$ cat src/rtl/coh_pkg.sv
package coh_pkg;
  localparam int DW = 32;
  localparam int OFS_W = 8;

  localparam logic [OFS_W-1:0] OFS_CTRL = 8'h00;
  localparam logic [OFS_W-1:0] OFS_CFG  = 8'h04;
  localparam logic [OFS_W-1:0] OFS_PWR  = 8'h08;

  typedef struct packed {
    logic       ctrl;
    logic       cfg;
    logic       pwr;
    logic [1:0] lane;
  } coh_sel_t;

  function automatic logic size_ok(input logic [2:0] sz);
    return (sz == 3'd1) || (sz == 3'd2) || (sz == 3'd4);
  endfunction

  function automatic logic [DW-1:0] base_mask(input logic [2:0] sz);
    logic [DW-1:0] m;
    case (sz)
      3'd1:    m = 32'h0000_00FF;
      3'd2:    m = 32'h0000_FFFF;
      default: m = 32'hFFFF_FFFF;
    endcase
    return m;
  endfunction

  function automatic logic [DW-1:0] lane_mask(input logic [2:0] sz,
                                              input logic [1:0] lane);
    return base_mask(sz) << {lane, 3'b000};
  endfunction

  function automatic logic [DW-1:0] cfg_word(input int n);
    logic [DW-1:0] ones;
    ones = (32'd1 << n) - 32'd1;
    return (ones << 4) | DW'(n - 1);
  endfunction
endpackage

$ cat src/rtl/coh_decode.sv
module coh_decode
  import coh_pkg::*;
(
  input  logic [OFS_W-1:0] ofs,
  output coh_sel_t         sel
);
  always_comb begin
    sel      = '0;
    sel.ctrl = (ofs == OFS_CTRL);
    sel.cfg  = (ofs == OFS_CFG);
    sel.pwr  = (ofs[OFS_W-1:2] == OFS_PWR[OFS_W-1:2]);
    sel.lane = ofs[1:0];
  end
endmodule

$ cat src/rtl/coh_pwr_word.sv
module coh_pwr_word
  import coh_pkg::*;
(
  input  logic          clk,
  input  logic          rst_n,
  input  logic          wr_en,
  input  logic [2:0]    size,
  input  logic [1:0]    lane,
  input  logic [DW-1:0] wdata,
  output logic [DW-1:0] q,
  output logic [DW-1:0] mask
);
  logic [DW-1:0] data_sh;
  logic [DW-1:0] merged;

  always_comb begin
    mask    = lane_mask(size, lane);
    data_sh = (wdata & base_mask(size)) << {lane, 3'b000};
    merged  = (q & ~mask) | (data_sh & mask);
  end

  always_ff @(posedge clk) begin
    if (!rst_n)     q <= '0;
    else if (wr_en) q <= merged;
  end
endmodule

$ cat src/rtl/coh_rdmux.sv
module coh_rdmux
  import coh_pkg::*;
(
  input  logic          clk,
  input  logic          rst_n,
  input  logic          re,
  input  coh_sel_t      sel,
  input  logic          ctrl_q,
  input  logic [DW-1:0] cfg_val,
  input  logic [DW-1:0] pwr_q,
  output logic [DW-1:0] rd_data
);
  logic [DW-1:0] rd_next;

  always_comb begin
    if (sel.ctrl)     rd_next = {{(DW-1){1'b0}}, ctrl_q};
    else if (sel.cfg) rd_next = cfg_val;
    else if (sel.pwr) rd_next = pwr_q >> {sel.lane, 3'b000};
    else              rd_next = '0;
  end

  always_ff @(posedge clk) begin
    if (!rst_n)  rd_data <= '0;
    else if (re) rd_data <= rd_next;
  end
endmodule

$ cat src/rtl/coh_unit_regs.sv
module coh_unit_regs
  import coh_pkg::*;
#(
  parameter int ADDR_W = 12,
  parameter int NCORE  = 4
) (
  input  logic              clk,
  input  logic              rst_n,
  input  logic [ADDR_W-1:0] bus_addr,
  input  logic [31:0]       bus_wdata,
  input  logic [2:0]        bus_size,
  input  logic              bus_we,
  input  logic              bus_re,
  output logic [31:0]       rd_data
);
  localparam logic [DW-1:0] CFG_VAL = cfg_word(NCORE);

  logic [OFS_W-1:0] ofs;
  logic             unused_addr_hi;
  coh_sel_t         sel;
  logic             wr_ok;
  logic             ctrl_wr;
  logic             pwr_wr;
  logic             ctrl_q;
  logic [DW-1:0]    pwr_q;
  logic [DW-1:0]    pwr_mask;

  assign ofs            = bus_addr[OFS_W-1:0];
  assign unused_addr_hi = ^bus_addr[ADDR_W-1:OFS_W];
  assign wr_ok          = bus_we & size_ok(bus_size);
  assign ctrl_wr        = wr_ok & sel.ctrl;
  assign pwr_wr         = wr_ok & sel.pwr;

  coh_decode u_dec (
    .ofs (ofs),
    .sel (sel)
  );

  always_ff @(posedge clk) begin
    if (!rst_n)       ctrl_q <= 1'b0;
    else if (ctrl_wr) ctrl_q <= bus_wdata[0];
  end

  coh_pwr_word u_pwr (
    .clk   (clk),
    .rst_n (rst_n),
    .wr_en (pwr_wr),
    .size  (bus_size),
    .lane  (sel.lane),
    .wdata (bus_wdata),
    .q     (pwr_q),
    .mask  (pwr_mask)
  );

  coh_rdmux u_rd (
    .clk     (clk),
    .rst_n   (rst_n),
    .re      (bus_re),
    .sel     (sel),
    .ctrl_q  (ctrl_q),
    .cfg_val (CFG_VAL),
    .pwr_q   (pwr_q),
    .rd_data (rd_data)
  );
endmodule

$ cat config.mk
export PLATFORM = sky130hd
export DESIGN_NAME = coh_unit_regs
export DESIGN_NICKNAME = d
export VERILOG_FILES = /design/src/rtl/coh_pkg.sv /design/src/rtl/coh_decode.sv /design/src/rtl/coh_pwr_word.sv /design/src/rtl/coh_rdmux.sv /design/src/rtl/coh_unit_regs.sv
export SDC_FILE = /design/constraint.sdc
export NUM_CORES = 1
export LEC_CHECK = 0
export BUFFER_PORTS_ARGS = -buffer_cell sky130_fd_sc_hd__buf_2
export CAP_MARGIN = 20
export CORE_MARGIN = 2
export CORE_UTILIZATION = 30
export CTS_CLUSTER_DIAMETER = 150
export DETAILED_ROUTE_END_ITERATION = 7
export PLACE_DENSITY_LB_ADDON = 0.05
export SETUP_SLACK_MARGIN = 0.4
export SLEW_MARGIN = 20
export SYNTH_ARGS = -nofsm -noshare
export SYNTH_HDL_FRONTEND = slang
export SYNTH_HIERARCHICAL = 1
export SYNTH_SLANG_ARGS = --single-unit
$ cat constraint.sdc
create_clock -name clk -period 4.1 [get_ports clk]
set_clock_uncertainty 0.05 [all_clocks]
set_input_delay 1.23 -clock clk [delete_from_list [all_inputs] [get_ports clk]]
set_output_delay 1.23 -clock clk [all_outputs]
set_load 0.1 [all_outputs]
==> impl_metrics.yaml <==
timing:
  setup_viol: 0
  hold_violations: 0
  finalWorstSetupSlack_ns: 0.808
  worstMarginPinSlew_ns: 0.738
  layout_min_cycle_time_ns: 3.29
  period_share: 0.803
  slew_violations: 0
  max_slew_margin: 0.508
  max_freq_ghz: 0.304
  setup_tns_ns: 0
  rsz0062_at_grt: "no"
logic_synthesis:
  netlist_area_um2: 3510
  avgSynthCellArea_um2: 8.85
  yosys_warnings: 6
  syn_inst: 397
cells_and_area:
  syn2layout_area_growth_pct: 24.3
  drive_gt1_frac: 0.294
  finalNetCount: 544
  final_common_cell: "buf_2"
  mostFrequentLayoutCells: "buf_2, dfxtp_1, o21ai_0, nand2_1, a21oi_1"
  antennaDiodeCount: 0
placed_design:
  dp_hpwl_mm: 8.65
  portBuffers: 78
  gp_congestion: 0.785
  dp_slack_ns: 0.464
drt:
  drtIter0Drc: 314
  route.antenna.remaining_nets: 0
  drc: 0
  via_per_inst: 5.28
  dr_total_vias: 3372
  wl_per_cell_um: 18.3
  drt_pass1_iterations: 7
  wirelength_mm: 11.7
critical_path:
  worstReg2RegEnd: "u_rd/rd_data[1]$_SDFFE_PN0P_"
  endpoint_kind: "flop"
  crit_buf_inv: 2
  crit_arrival_ns: 3.45
  slowest_stage: "or4_4"
  r2r_cells: 3
  path_class: "primary input to flop"
  required_ns: 4.26
  crit_path_max_incr_delay_ns: 0.55
  setup.worst_path.start_class: "primary input"
  cp_cell_sequence: "buf_2, or4_4, nor3b_2, o2111a_1, inv_1, a211o_1, a221oi_1, nor2_1"
  ff2ff_setup_slack_ns: 2.56
  crit_family: "compound AO/OA/AOI/OAI gates"
  cp_max_fo: 8
cts:
  cts_root_buf: "clkbuf_16"
  post_cts_buffers: 0
  postCtsHoldBufs: 0
  cts_sinks: 65
  clk_latency_ns: 0.33
  numCtsBuffers: 9
  cts.reportedPaths.clkPinSlew_ns: 0.05
  cts-resized-gates: 0
  cts_tree: "done"
  h-tree-depth: 3
  ctsLongestPathBuffers: 2
power:
  ir_drop_mv: 0.188
  leakage_uw: 0.00176
  p_total_uw: 1590
  p_per_area_nw_per_um2: 365
floorplan:
  fp.dieH_um: 112
  num_io_pins: 83
  die_w_um: 112
  die_area_um2: 12600
  start_util: 0.308
  core_um2: 11400
  rows: 39
global_route:
  antenna_found_initial: 0
  track_usage: 0.195
  grt_max_degree: 39
  grt_pass1_wl_mm: 19.0
  gr-total-overflow: 0
  grt_pass1_vias: 3398
min_path:
  hold_end: "u_rd/rd_data[17]$_SDFFE_PN0P_"
  min_from: "u_rd/rd_data[17]$_SDFFE_PN0P_"
  hold-path-cell-count: 2
  hold_class: "flop to flop"
run_status:
  status: "completed"
run:
  drv_cap: 0
layer usage:
metal,GRT usage,part of all wire
met5,0,0
met4,0.0724,0.024
met3,0.0421,0.045
met2,0.328,0.49
met1,0.247,0.44
worst max-delay path by stage:
stage	depth (start not counted)	startpoint	end	slack [ns]
CTS	8	bus_addr[5]	flop	0.80
detailed placement	8	bus_addr[5]	flop	0.46
global route	8	bus_addr[5]	flop	0.64
finish	8	bus_addr[5]	flop	0.81
floorplan	8	bus_addr[5]	flop	0.82
global placement	8	bus_addr[5]	flop	0.50
worst register-to-register path, stage by stage, from the launching register on:
cell      delay (ns)
dfxtp_1         0.37
mux2_2          0.33
a222oi_1        0.52
a21oi_1         0.13
cell type report:
cell class              instances  area, um2
clock inverters                 3       42.5
clock buffers                  11        243
repair buffers                 89        473
inverters                       7       26.3
well taps                     143        179
fillers                      1238       7050
flip-flops and latches         65       1300
multi-input cells             321       2100
power by group:
| group | switching, uW | total (uW) | internal (uW) |
|---|---|---|---|
| sequential | 3.90 | 644 | 640 |
| clock | 272 | 751 | 479 |
| combinational | 143 | 199 | 55.4 |
through the flow:
step	hold slack (ns)	cells	area (um2)	utilization
final	0.395	639	4370	0.383
after global routing	0.421	639	4370	0.383
after CTS	0.404	639	4370	0.383
after detailed placement	0.391	625	4080	0.358
after global placement	0.381	625	4080	0.358
after floorplan	0.384	427	3630	-
Note: power is estimated with default switching activity, not from simulation.
